===== config.mk =====
export PLATFORM = sky130hd
export DESIGN_NAME = spi_cmdq_master
export DESIGN_NICKNAME = d
export VERILOG_FILES = /design/src/rtl/spiq_pkg.sv /design/src/rtl/spiq_tick.sv /design/src/rtl/spiq_shifter.sv /design/src/rtl/spi_cmdq_master.sv
export SDC_FILE = /design/constraint.sdc
export NUM_CORES = 1
export LEC_CHECK = 0
export BUFFER_PORTS_ARGS = -buffer_cell sky130_fd_sc_hd__buf_4
export CORE_UTILIZATION = 40
export CTS_CLUSTER_SIZE = 24
export DETAILED_ROUTE_END_ITERATION = 8
export PLACE_DENSITY_LB_ADDON = 0.1
export SYNTH_ARGS = -nofsm -noshare
export SYNTH_HDL_FRONTEND = slang
export SYNTH_HIERARCHICAL = 1
export SYNTH_SLANG_ARGS = --single-unit
export TNS_END_PERCENT = 10

===== constraint.sdc =====
create_clock -name clk -period 6.4 [get_ports clk]
set_input_delay 0.96 -clock clk [delete_from_list [all_inputs] [get_ports clk]]
set_output_delay 0.96 -clock clk [all_outputs]
set_load 0.005 [all_outputs]

===== src/rtl/spiq_pkg.sv =====
package spiq_pkg;
    typedef enum logic [2:0] {
        S_IDLE, S_FETCH, S_CMD_RD, S_CMD_SH, S_DAT_RD, S_DAT_SH, S_RX_WR, S_END
    } spiq_state_e;

    localparam int REG_CFG    = 0;
    localparam int REG_RUN    = 1;
    localparam int REG_STAT   = 2;
    localparam int CH_REG0    = 8;
    localparam int CH_STRIDE  = 8;
    localparam int ADDR_BYTES = 3;
    localparam int HDR_BYTES  = 8;
    localparam int CMD_MAX    = 16;
    localparam int RUN_SEL0   = 4;
    localparam int TX_AW      = 18;
endpackage


===== src/rtl/spiq_tick.sv =====
module spiq_tick #(
    parameter int HW = 4
) (
    input  logic          clk,
    input  logic          rst_n,
    input  logic          en,
    input  logic [HW-1:0] half,
    output logic          tick
);
    logic [HW-1:0] cnt_q;
    logic          wrap;

    assign wrap = (cnt_q == half - HW'(1));
    assign tick = en && wrap;

    always_ff @(posedge clk or negedge rst_n) begin
        if (!rst_n)      cnt_q <= '0;
        else if (!en)    cnt_q <= '0;
        else if (wrap)   cnt_q <= '0;
        else             cnt_q <= cnt_q + HW'(1);
    end
endmodule


===== src/rtl/spiq_shifter.sv =====
module spiq_shifter #(
    parameter int BW = 8
) (
    input  logic          clk,
    input  logic          rst_n,
    input  logic          start,
    input  logic [BW-1:0] tx_byte,
    input  logic          tick,
    input  logic          miso,
    output logic          busy,
    output logic          done,
    output logic          lvl,
    output logic          mosi,
    output logic [BW-1:0] rx_byte
);
    localparam int CW = $clog2(BW);
    logic [BW-1:0] sh_q;
    logic [CW-1:0] bit_q;

    assign mosi = sh_q[BW-1];

    always_ff @(posedge clk or negedge rst_n) begin
        if (!rst_n) begin
            sh_q <= '0; bit_q <= '0; busy <= 1'b0;
            done <= 1'b0; lvl <= 1'b0; rx_byte <= '0;
        end else begin
            done <= 1'b0;
            if (start) begin
                sh_q  <= tx_byte;
                bit_q <= '0;
                lvl   <= 1'b0;
                busy  <= 1'b1;
            end else if (busy && tick) begin
                if (!lvl) begin
                    lvl     <= 1'b1;
                    rx_byte <= {rx_byte[BW-2:0], miso};
                end else begin
                    lvl <= 1'b0;
                    if (bit_q == CW'(BW-1)) begin
                        busy <= 1'b0;
                        done <= 1'b1;
                    end else begin
                        sh_q  <= {sh_q[BW-2:0], 1'b0};
                        bit_q <= bit_q + CW'(1);
                    end
                end
            end
        end
    end
endmodule


===== src/rtl/spi_cmdq_master.sv =====
module spi_cmdq_master
    import spiq_pkg::*;
#(
    parameter int AW  = 24,
    parameter int NCH = 2,
    parameter int RAW = 6
) (
    input  logic           clk,
    input  logic           rst_n,
    input  logic           reg_we,
    input  logic [RAW-1:0] reg_addr,
    input  logic [7:0]     reg_wdata,
    output logic [7:0]     reg_rdata,
    output logic           irq,
    output logic           mem_req,
    output logic           mem_we,
    output logic [AW-1:0]  mem_addr,
    output logic [7:0]     mem_wdata,
    input  logic [7:0]     mem_rdata,
    output logic           sck,
    output logic           mosi,
    input  logic           miso,
    output logic [NCH-1:0] cs_n
);
    localparam int CHW = (NCH > 1) ? $clog2(NCH) : 1;
    localparam int RW  = 8 * ADDR_BYTES;

    logic [7:0]    cfg_q, run_q;
    logic          stat_q;
    logic [RW-1:0] dsc_base [NCH];
    logic [RW-1:0] rxb_base [NCH];

    spiq_state_e    state_q, state_d;
    logic [CHW-1:0] ch_q, pick;
    logic [7:0]     hdr_q [HDR_BYTES];
    logic [3:0]     fcnt_q;
    logic [2:0]     cap_q;
    logic           rdv_q, launch_q;
    logic [15:0]    idx_q;
    logic [16:0]    idx_nx;
    logic [NCH-1:0] cs_n_q, sel;
    logic           busy, finishing, go;

    logic [4:0]    cmd_n;
    logic [15:0]   dat_n;
    logic          rd_dir, keep;
    logic [RW-1:0] tx_base;
    spiq_state_e   data_entry;

    logic       sh_start, sh_done, sh_busy, sh_lvl, tick;
    logic [7:0] sh_tx, sh_rx;
    logic [3:0] half;

    assign busy      = (state_q != S_IDLE);
    assign finishing = (state_q == S_END);
    assign sel       = run_q[RUN_SEL0 +: NCH];
    assign go        = run_q[0] && (|sel);
    assign cmd_n     = (hdr_q[0] > 8'(CMD_MAX)) ? 5'(CMD_MAX) : hdr_q[0][4:0];
    assign dat_n     = {hdr_q[3], hdr_q[2]};
    assign rd_dir    = hdr_q[1][1];
    assign keep      = hdr_q[1][3];
    assign tx_base   = RW'({hdr_q[6][TX_AW-17:0], hdr_q[5], hdr_q[4]});
    assign idx_nx    = {1'b0, idx_q} + 17'd1;
    assign data_entry = (dat_n == 16'd0) ? S_END : (rd_dir ? S_DAT_SH : S_DAT_RD);
    assign half      = run_q[1] ? 4'd1 : ({1'b0, cfg_q[4:2]} + 4'd1);
    assign irq       = stat_q & cfg_q[1];
    assign sck       = cfg_q[6] ^ sh_lvl;
    assign cs_n      = cs_n_q;

    always_comb begin
        pick = '0;
        for (int c = NCH - 1; c >= 0; c--) if (sel[c]) pick = CHW'(c);
    end

    // control, run and status registers
    always_ff @(posedge clk or negedge rst_n) begin
        if (!rst_n) begin
            cfg_q <= '0; run_q <= '0; stat_q <= 1'b0;
        end else begin
            if (reg_we && reg_addr == RAW'(REG_CFG))  cfg_q <= reg_wdata;
            if (reg_we && reg_addr == RAW'(REG_RUN))  run_q <= reg_wdata;
            if (reg_we && reg_addr == RAW'(REG_STAT) && reg_wdata[0]) stat_q <= 1'b0;
            if (finishing) begin
                stat_q <= 1'b1;
                run_q[RUN_SEL0 + int'(ch_q)] <= 1'b0;
            end
        end
    end

    // per-channel address registers, frozen while busy
    for (genvar c = 0; c < NCH; c++) begin : g_chan
        always_ff @(posedge clk or negedge rst_n) begin
            if (!rst_n) begin
                dsc_base[c] <= '0;
                rxb_base[c] <= '0;
            end else if (reg_we && !busy) begin
                for (int k = 0; k < ADDR_BYTES; k++) begin
                    if (reg_addr == RAW'(CH_REG0 + CH_STRIDE * c + k))
                        dsc_base[c][8*k +: 8] <= reg_wdata;
                    if (reg_addr == RAW'(CH_REG0 + CH_STRIDE * c + ADDR_BYTES + k))
                        rxb_base[c][8*k +: 8] <= reg_wdata;
                end
            end
        end
    end

    always_comb begin
        reg_rdata = 8'h00;
        if (reg_addr == RAW'(REG_CFG))  reg_rdata = cfg_q;
        if (reg_addr == RAW'(REG_RUN))  reg_rdata = run_q;
        if (reg_addr == RAW'(REG_STAT)) reg_rdata = {7'd0, stat_q};
        for (int c = 0; c < NCH; c++) begin
            for (int k = 0; k < ADDR_BYTES; k++) begin
                if (reg_addr == RAW'(CH_REG0 + CH_STRIDE * c + k))
                    reg_rdata = dsc_base[c][8*k +: 8];
                if (reg_addr == RAW'(CH_REG0 + CH_STRIDE * c + ADDR_BYTES + k))
                    reg_rdata = rxb_base[c][8*k +: 8];
            end
        end
    end

    // next-state logic
    always_comb begin
        state_d = state_q;
        unique case (state_q)
            S_IDLE:   if (go) state_d = S_FETCH;
            S_FETCH:  if (rdv_q && cap_q == 3'd7)
                          state_d = (cmd_n != 5'd0) ? S_CMD_RD : data_entry;
            S_CMD_RD: state_d = S_CMD_SH;
            S_CMD_SH: if (sh_done)
                          state_d = (idx_nx < 17'(cmd_n)) ? S_CMD_RD : data_entry;
            S_DAT_RD: state_d = S_DAT_SH;
            S_DAT_SH: if (sh_done) begin
                          if (rd_dir)                  state_d = S_RX_WR;
                          else if (idx_nx < 17'(dat_n)) state_d = S_DAT_RD;
                          else                          state_d = S_END;
                      end
            S_RX_WR:  state_d = (idx_nx < 17'(dat_n)) ? S_DAT_SH : S_END;
            S_END:    state_d = S_IDLE;
            default:  state_d = S_IDLE;
        endcase
    end

    always_ff @(posedge clk or negedge rst_n) begin
        if (!rst_n) state_q <= S_IDLE;
        else        state_q <= state_d;
    end

    // sequencing datapath and chip selects
    always_ff @(posedge clk or negedge rst_n) begin
        if (!rst_n) begin
            ch_q <= '0; fcnt_q <= '0; cap_q <= '0; rdv_q <= 1'b0;
            launch_q <= 1'b0; idx_q <= '0; cs_n_q <= '1;
            for (int i = 0; i < HDR_BYTES; i++) hdr_q[i] <= '0;
        end else begin
            launch_q <= (state_d == S_CMD_SH || state_d == S_DAT_SH) && (state_d != state_q);
            rdv_q    <= (state_q == S_FETCH) && !fcnt_q[3];
            cap_q    <= fcnt_q[2:0];
            if (rdv_q) hdr_q[cap_q] <= mem_rdata;
            unique case (state_q)
                S_IDLE: if (go) begin
                    ch_q   <= pick;
                    fcnt_q <= '0;
                    cs_n_q <= ~(NCH'(1) << pick);
                end
                S_FETCH: begin
                    if (!fcnt_q[3]) fcnt_q <= fcnt_q + 4'd1;
                    idx_q <= '0;
                end
                S_CMD_SH: if (sh_done) idx_q <= (idx_nx < 17'(cmd_n)) ? idx_nx[15:0] : 16'd0;
                S_DAT_SH: if (sh_done && !rd_dir) idx_q <= idx_nx[15:0];
                S_RX_WR:  idx_q <= idx_nx[15:0];
                S_END:    if (!keep) cs_n_q <= '1;
                default: ;
            endcase
        end
    end

    // memory port and shifter feed
    always_comb begin
        mem_req   = 1'b0;
        mem_we    = 1'b0;
        mem_addr  = '0;
        mem_wdata = sh_rx;
        unique case (state_q)
            S_FETCH: begin
                mem_req  = !fcnt_q[3];
                mem_addr = AW'(dsc_base[ch_q] + RW'(fcnt_q));
            end
            S_CMD_RD: begin
                mem_req  = 1'b1;
                mem_addr = AW'(dsc_base[ch_q] + RW'(HDR_BYTES) + RW'(idx_q));
            end
            S_DAT_RD: begin
                mem_req  = 1'b1;
                mem_addr = AW'(tx_base + RW'(idx_q));
            end
            S_RX_WR: begin
                mem_req  = 1'b1;
                mem_we   = 1'b1;
                mem_addr = AW'(rxb_base[ch_q] + RW'(idx_q));
            end
            default: ;
        endcase
    end

    assign sh_start = launch_q;
    assign sh_tx    = (state_q == S_DAT_SH && rd_dir) ? 8'h00 : mem_rdata;

    spiq_tick #(.HW(4)) tick_i (
        .clk(clk), .rst_n(rst_n), .en(sh_busy), .half(half), .tick(tick)
    );

    spiq_shifter #(.BW(8)) shift_i (
        .clk(clk), .rst_n(rst_n), .start(sh_start), .tx_byte(sh_tx), .tick(tick),
        .miso(miso), .busy(sh_busy), .done(sh_done), .lvl(sh_lvl), .mosi(mosi),
        .rx_byte(sh_rx)
    );
endmodule


==> results of run 1 <==
registers in the layout, indices dropped and copies added, names as in the netlist, 2 cells and up:
| register | cells |
|---|---|
| dsc_base | 48 |
| rxb_base | 48 |
| hdr_q | 28 |
| dat_n | 16 |
| idx_q | 16 |
| cfg_q | 8 |
| run_q | 8 |
| shift_i/rx_byte | 8 |
| shift_i/sh_q | 8 |
| fcnt_q | 4 |
| tick_i/cnt_q | 4 |
| cap_q | 3 |
| shift_i/bit_q | 3 |
| state_q | 3 |
| cs_n | 2 |
cell usage after synthesis, types with 19 or more instances:
library cell	number	share of area
sky130_fd_sc_hd__a211oi_1	21	0.011
sky130_fd_sc_hd__a21oi_1	88	0.030
sky130_fd_sc_hd__a22oi_1	26	0.013
sky130_fd_sc_hd__clkbuf_1	40	0.010
sky130_fd_sc_hd__dfrtp_1	212	0.36
sky130_fd_sc_hd__ha_1	94	0.079
sky130_fd_sc_hd__inv_1	54	0.014
sky130_fd_sc_hd__mux2_2	192	0.14
sky130_fd_sc_hd__mux2i_1	27	0.018
sky130_fd_sc_hd__nand2_1	93	0.023
sky130_fd_sc_hd__nand3_1	37	0.012
sky130_fd_sc_hd__nor2_1	102	0.026
sky130_fd_sc_hd__nor2b_1	19	0.0080
sky130_fd_sc_hd__nor3_1	25	0.0084
sky130_fd_sc_hd__o21ai_0	70	0.023
sky130_fd_sc_hd__o21ai_1	19	0.0064
sky130_fd_sc_hd__xnor2_1	48	0.028
sky130_fd_sc_hd__xor2_1	30	0.018
power by group:
| group | total [mW] | switching (mW) | leakage [nW] | internal [mW] |
|---|---|---|---|---|
| combinational | 1.24 | 0.670 | 4.56 | 0.567 |
| clock | 1.67 | 0.621 | 0.475 | 1.05 |
| sequential | 1.88 | 0.269 | 2.81 | 1.61 |
| total | 4.79 | 1.56 | 7.85 | 3.23 |
kinds of logic after synthesis:
kind of cell             after synthesis  synth area share
AND/OR/NAND/NOR                      391             0.136
multiplexers                         231             0.174
XOR/XNOR                              79            0.0474
adder cells (fa/ha/maj)               98            0.0841
flip-flops                           214             0.359
buffers and inverters                114            0.0329
AO/OA/AOI/OAI                        372             0.166
worst paths after layout:
path | to | slack, ns
worst max-delay path | mem_addr[20] | 0.74
worst min-delay path | hdr_q[23] | 0.42
worst max register to register | launch_q | 2.19
worst min register to register | shift_i/sh_q[0] | 0.49
max in group asynchronous | ch_q | 4.59
min in group clk | shift_i/sh_q[0] | 0.49
placed cells by master, fill, tap and decap left out, drive strengths merged, types with 12 or more instances in the layout:
cell / netlist / layout
a21o: 16 / 16
ha: 94 / 94
clkbuf: 40 / 39
buf: 19 / 85
dfrtp: 212 / 212
nor2b: 19 / 19
mux2i: 27 / 27
and2: 15 / 15
xnor2: 48 / 48
nand4: 13 / 13
o21ai: 89 / 89
a21oi: 89 / 89
nand3: 39 / 39
mux2: 204 / 204
xor2: 30 / 30
inv: 55 / 56
nor2: 104 / 104
a31oi: 12 / 12
nor4: 16 / 16
o22ai: 15 / 15
nand2b: 15 / 15
nand2: 93 / 93
nor3: 29 / 29
a211oi: 21 / 21
a22oi: 26 / 26
metal layers:
layer	up-vias	GRT usage	part of all wire
li1	5677	-	-
met1	5921	0.357	0.48
met2	325	0.388	0.45
met3	65	0.0326	0.045
met4	0	0.0586	0.023
met5	-	0	0
final cells by class:
cell class	count	share of cell area
sequential	214	0.318
clock buffer	39	0.0463
inverter	55	0.0123
timing repair buffer	85	0.0383
tap	468	0.0347
clock inverter	9	0.0112
multi-input combinational	1171	0.539
per-stage QoR:
step | instance area (um2) | util | setup WS [ns] | power (mW)
after floorplan | 14900 | - | 1.05 | 2.68
after global placement | 15900 | 0.433 | 1.37 | 3.11
after detailed placement | 15900 | 0.433 | 1.37 | 3.14
after CTS | 16900 | 0.459 | 0.741 | 4.83
after global routing | 16900 | 0.459 | 0.406 | 5.06
final | 16900 | 0.459 | 0.741 | 4.79
==> impl_summary.md, run 1 <==
Power and ir drop
The power density normalized to cell area is around 280 nW/um2. The highest ir drop seen on vdd is 0.000198 V. The static leakage power is 7.85 nW.

Worst setup path
The start point of the critical path is ch_q. In this design, the largest share of critical-path delay is due to compound AO/OA/AOI/OAI gates. Walking the worst path, the cells encountered are mux2_2, ha_1, ha_1, a211oi_1, o21ai_1, a2111oi_0, o31ai_1, a31o_2, a21o_1, a211oi_1, a211oi_1, o21ai_0, buf_4. The highest-delay cell along the critical path is sky130_fd_sc_hd__a2111oi_0. The type of element launching the critical path is a flip-flop. At the worst endpoint, the required time is approximately 5.4 ns. The beginning of the worst register-to-register path is idx_q[0]. The cell depth of the worst setup path is 13. The kind of end point of the critical path is a primary output.

The cell that appears most often on the critical path is sky130_fd_sc_hd__a211oi_1. Counting both buffers and inverters, the worst setup path holds a total of 1. By startpoint and endpoint, the worst setup path is classified as reg -> out. For this run, the slowest stage of the critical path takes between 0.6 and 0.7 ns. The worst-path maximum fanout is 14.

The endpoint arrival time on the critical path is 4.70 ns. The cell count of the worst reg-to-reg path is 13.

Clock network
The number of sinks driven by the clock tree is 214. No sink is reached through more buffers than the 3 on the longest clock path. The count of instances resized after the clock tree is built is 0. The quantity of hold-fixing buffers added after cts is 0. Clock-pin slew was measured on the worst setup and hold paths at 0.06 ns.

TritonCTS built the clock tree. The clock tree root buffer cell is sky130_fd_sc_hd__clkbuf_16. The number of H-tree levels is 1. The later pin in the worst-skew pair is clocked with a latency of 0.56 ns. In this run, CTS created clock tree buffers numbering 27. After clock tree synthesis, the setup repair step added 0 buffers.

Timing
The number of slew-limit violations in the final report was 0. Hold timing on the final database bottoms out at a slack of 0.424 ns. The worst path in the final design needs a cycle of 5.66 ns, including I/O delays and setup. The setup TNS after final layout is 0 ns. The number of hold-slack violations in the final timing report was 0. Setup violations remaining at the end of the flow were counted as 0. Setup repair after global routing left no endpoint under its margin. The worst clock skew on the final layout is 0.00819 ns. The highest clock frequency the design can meet is between 150 and 200 MHz. The relative slew slack is 0.265. The slew at the pin closest to its max-slew limit is around 1.1 ns. Of the available clock period, the critical path in the final layout requires 0.884.

Synthesis
Counting every net in the synthesized netlist gives 1623. The share of the Yosys chip area taken by registers is 0.359. Yosys mapped a number of flops with a built-in enable equal to 0.

The mean cell area of the mapped netlist is ~10 um2. The synthesized netlist occupies a cell area of between 10000 and 15000 um2. The number of flip-flops and latches in the synthesized netlist is 214. In the synthesized netlist, the number of instances is about 1500. Of all flip-flops after synthesis, the portion carrying an async set or reset was 1.00. The number of different library cells used by synthesis comes to 97. The number of warnings printed during yosys synthesis is 6. For this run, the leading register cell type out of synthesis is sky130_fd_sc_hd__dfrtp_1.

GRT
The number of global-route vias before repair is approximately 12000. Summed over all layers, the global routing overflow is 0. The total routing resource utilization after global routing is 0.247. Entering global routing, the biggest net connects 97 pins. The wire length of the first global-routing pass is 72.4 mm.

The number of antenna violations at the first check in global routing was 1.

Drt
The routed via count is 12000. After detailed routing, the average wire length per cell comes to 22.7 um. Once detail routing completed, the nets flagged for antenna violations numbered 0. For this block, the initial DRC count from the detailed router was 831. The remaining design rule violation count is 0. The count of TritonRoute iterations in the first routing pass is 6. The ratio of routed vias to standard cells is 5.87.

After detailed routing, the total wire length is 46.3 mm.

Floorplanning
During I/O placement, the number of pins put on the boundary was 73. The area of the core is 36700 um2. Row generation in the floorplan step produced 70 rows. In this run the horizontal extent of the chip is 195 um. The die height is 195 um. The initial cell density of the core is 0.407. The floorplan die area is 38100 um2.

Placed design
Once placement completed, the tool counted placed cells totaling 1993. The number of port buffers is 72. The placed wire-length estimate is 35.2 mm.

Routability-driven placement finished with a final weighted congestion of 0.901.

Cells and area
The repair_antennas step left the layout with diodes totalling 0. The layout overhead on the synthesized area is 12.9%. Summing all multi-input logic gate instances after layout gives 9090 um2. The number of standard cells in the final layout excluding fillers is 2041. For this run, the post-layout net count is around 1700.

Fill cells in the final layout number ~3500. Of the cells placed in the final design, the portion with a size suffix greater than 1 is 0.231. Registers take 5360 um2.

Status
The run finished with clean final reports.

Min path
The min-delay analysis places its worst path in the category in -> async.

Flow run
The count of maximum capacitance violations is 0.
Power figures use the tool's default switching activity.
==> run 2, diff against run 1 <==
ABC_AREA = 1   (was unset)
==> impl_summary.md, run 2 <==
Clock network
The quantity of hold-fixing buffers added after cts is 0. In this run the post-CTS setup repair buffer count came out at 0. In this run the number of H-tree levels came out at 1. No sink is reached through more buffers than the 3 on the longest clock path.

The number of sinks driven by the clock tree is roughly 210. Clock latency on the worst-skew pair, taken at its later pin, is 0.57 ns. The clock buffer count from CTS is 27. Clock-pin slew was measured on the worst setup and hold paths at roughly 0.060 ns. The count of instances resized after the clock tree is built is 0.

The clock tree root buffer cell is sky130_fd_sc_hd__clkbuf_16. TritonCTS built the clock tree.

Timing
Dividing the final minimum period by the clock period gives 0.892. The final number of setup-violating endpoints is 0. The number of hold-slack violations in the final timing report came to 0. The worst clock skew on the final layout is 0.0104 ns. The number of slew-limit violations in the final report was 0.

Setup repair after global routing left no endpoint under its margin. The highest clock frequency the design can meet is 175 MHz. The worst pin sits at a relative slew slack of 0.263. Adding up every negative setup slack in the final design gives 0 ns.

The shortest period the worst path allows is 5.71 ns. The slew at the pin closest to its max-slew limit is roughly 1.1 ns.

Power and ir drop
Dividing total power by cell area gives a power density of 307 nW/um2. The total power consumption of the routed design is between 5 and 6 mW. The highest ir drop seen on vdd is 0.000263 V. The static leakage power is around 8.6 nW.

Synthesis
In the synthesized netlist, the cells that appear most often are sky130_fd_sc_hd__nand2_1 (635), sky130_fd_sc_hd__o21ai_0 (263), sky130_fd_sc_hd__dfrtp_1 (212). Synthesis inferred 214 register bits. The most used flip-flop cell after synthesis is sky130_fd_sc_hd__dfrtp_1. Ranked by total cell area, the synthesized netlist is headed by sky130_fd_sc_hd__dfrtp_1 (35%), sky130_fd_sc_hd__nand2_1 (16%), sky130_fd_sc_hd__o21ai_0 (8.7%).

The share of synthesized area in the top cell type comes to 0.351. The number of enable flip-flop cells after synthesis is 0. Of the total synthesized cell area, the portion taken by full adders, half adders and majority gates is 0.0831.

Among all cell types in the netlist, the one instantiated most often is sky130_fd_sc_hd__nand2_1. The number of warnings printed during yosys synthesis is 6. The sequential element share of the synthesized area is 0.354.

The multiplexer fraction of the synthesized cell area is 0.00290. Of the total synthesized cell area, the portion taken by AND, OR, NAND and NOR gates is 0.307. For this run, asynchronously set or reset flops after synthesis account for 1.00. Synthesis produced a netlist whose cell count is ~2200.

The cell taking the most area after synthesis is sky130_fd_sc_hd__dfrtp_1. After synthesis the cells add up to 15100 um2. The number of unique standard cell types used by synthesis is 56. The combinational family with the most area after synthesis is simple AND/OR/NAND/NOR gates. After synthesis, the mean cell area works out to around 7 um2.

Of the total synthesized cell area, the portion taken by XOR and XNOR cells is 0.0122. Synthesis produced a netlist with a net count of 2283. The fraction of the mapped netlist area in compound gates is 0.166.

Worst setup path
The cell count of the worst reg-to-reg path is 19. Data on the critical path arrives at its endpoint at around 4.8 ns. Among all stages on the critical path, the largest delay is contributed by sky130_fd_sc_hd__dfrtp_2. The slack of the worst reg-to-reg path is about 2.8 ns. The required time of the worst setup path is 5.44 ns. The worst register-to-register path ends at launch_q.

In this run the critical register-to-register path is launched from idx_q[0]. Of all nets on the critical path, the largest fanout is 40. The type of the setup path with the least slack is reg -> out. STA classifies the critical path startpoint as a flip-flop. On the worst path, the slowest cell contributes a delay of 0.90 ns. The count of buffer and inverter cells on the critical path is 4.

STA classifies the critical path endpoint as a primary output. Walking the worst path, the cells encountered are inv_2, or2_2, o21ai_0, ha_1, inv_1, ha_1, a21oi_1, nand2_1, inv_1, nor2_1, nor2_1, o21ai_1, a21boi_0, o21bai_1, or2_2, nand2_1, nand4_1, buf_4. Broken down by cell family, the worst path's largest delay share belongs to simple AND/OR/NAND/NOR gates.

GRT
The total routing resource utilization after global routing is 0.270. The number of global-route vias before repair is 13800. The maximum number of pins on one net before global-route repair is 132.

For this run the aggregate overflow at the end of global routing stands at 0. The number of antenna violations at the first check in global routing was 0. The first global-routing pass estimated 80.4 mm of wire.

Floorplanning
The die height is between 150 and 200 um. The region available for standard cell placement spans 36900 um2. The die extent in x is 196 um.

The die covers between 30000 and 40000 um2. Pin placement for this block handled 73 I/O pins. The initial utilization of the core area, before any placement, comes to 0.410. The initialized floorplan defines 70 standard-cell rows.

Drt
The routed layout has 14700 vias. The count of nets left with antenna violations once routing finished came out at 0. In the routed design, unresolved DRC markers number 0. The routed length per placed instance is 18.9 um. For this block, the routed nets add up to slightly above 50 mm of wire. The pre-antenna-repair detailed-routing pass consisted of 5 iterations. After detailed routing, the number of vias per cell comes to 5.38. The starting DRC count in detailed routing is 1218.

Cells and area
The number of antenna cells inserted is 0. The filler cells instantiated in the layout total 3801. The library cell used most frequently in the layout, excluding fill and tap cells, is sky130_fd_sc_hd__nand2_1. At the end of the flow, the number of nets in the layout was approximately 2300. In the layout the commonest cells are sky130_fd_sc_hd__nand2_1 (635), sky130_fd_sc_hd__o21ai_0 (263), sky130_fd_sc_hd__dfrtp_1 (211).

The share of final-layout standard cells stronger than drive strength 1 is 0.0976. At the end of the flow the core is filled with cells to 0.462. The finished cells cover between 15000 and 20000 um2. Compared with the post-synthesis result, the final layout area differs by 12.7%. In the final layout, the registers with the most flip-flops are dsc_base x48, rxb_base x48, hdr_q x28.

Min path
The tightest min-delay check is of the in -> async type.

Placed design
Routability-driven placement finished with a final weighted congestion of a little over 0.9. The HPWL after detailed placement is around 39 mm. In this run the cell area measured after placement is 16100 um2. The count of buffers added on input and output ports is 72.

Flow run
The count of maximum capacitance violations is 0.

Status
The run finished with clean final reports.
## run 2: how the worst max path moves through the flow
stage / start / endpoint / slack, ns / depth (start not counted)
after global placement: ch_q / mem_addr[15] / 1.36 / 18
after floorplan: ch_q / mem_addr[21] / 2.15 / 23
after CTS: ch_q / mem_addr[15] / 0.65 / 18
after detailed placement: ch_q / mem_addr[15] / 1.26 / 18
final: ch_q / mem_addr[15] / 0.69 / 18
after global routing: ch_q / mem_addr[21] / 0.27 / 21
## run 2: final cells by class
class,count,area (um2),share of cell area
multi-input cells,1662,8630,0.506
flip-flops and latches,214,5360,0.314
inverters,230,868,0.0509
clock buffers,34,762,0.0447
well taps,504,631,0.0370
repair buffers,78,593,0.0348
clock inverters,15,205,0.0120
## run 2: logic make-up (layout without fill, tap and decap cells)
| kind of cell | after synthesis | after routing |
|---|---|---|
| XOR/XNOR | 21 | 21 |
| AND/OR/NAND/NOR | 1077 | 1077 |
| adder cells (fa/ha/maj) | 98 | 98 |
| buffers and inverters | 283 | 357 |
| AO/OA/AOI/OAI | 462 | 462 |
| flip-flops | 214 | 214 |
| multiplexers | 4 | 4 |
## run 2: worst register-to-register path, stage by stage (launching register included)
cell,delay [ns]
sky130_fd_sc_hd__dfrtp_1,0.65
sky130_fd_sc_hd__ha_1,0.42
sky130_fd_sc_hd__nand2_1,0.11
sky130_fd_sc_hd__nor2_2,0.26
sky130_fd_sc_hd__nand3_1,0.13
sky130_fd_sc_hd__xor2_1,0.38
sky130_fd_sc_hd__inv_1,0.10
sky130_fd_sc_hd__ha_1,0.32
sky130_fd_sc_hd__nand2_1,0.07
sky130_fd_sc_hd__nor2_1,0.04
sky130_fd_sc_hd__a211oi_1,0.17
sky130_fd_sc_hd__nor2_1,0.07
sky130_fd_sc_hd__nor2_1,0.11
sky130_fd_sc_hd__nand3_1,0.17
sky130_fd_sc_hd__nand2_1,0.12
sky130_fd_sc_hd__nand3_2,0.12
sky130_fd_sc_hd__nand2_1,0.08
sky130_fd_sc_hd__nand2_1,0.05
sky130_fd_sc_hd__nand3_1,0.06
sky130_fd_sc_hd__nor2_1,0.04
## run 2: metrics by stage
step	hold WS, ns	setup WS [ns]	cells
global route	0.481	0.272	2737
finish	0.476	0.689	2737
floorplan	0.437	2.15	2159
detailed placement	0.459	1.26	2688
global placement	0.457	1.36	2688
CTS	0.473	0.651	2737
## run 2: per-layer routing
metal  part of all wire  GRT usage
met1               0.49      0.403
met2               0.43      0.412
met3              0.059     0.0308
met4              0.023     0.0758
met5                  0          0
## run 2: report_power, final
group / internal, mW / switching (mW)
Combinational: 0.550 / 1.05
Sequential: 1.66 / 0.311
Clock: 1.01 / 0.639
Total: 3.22 / 2.00
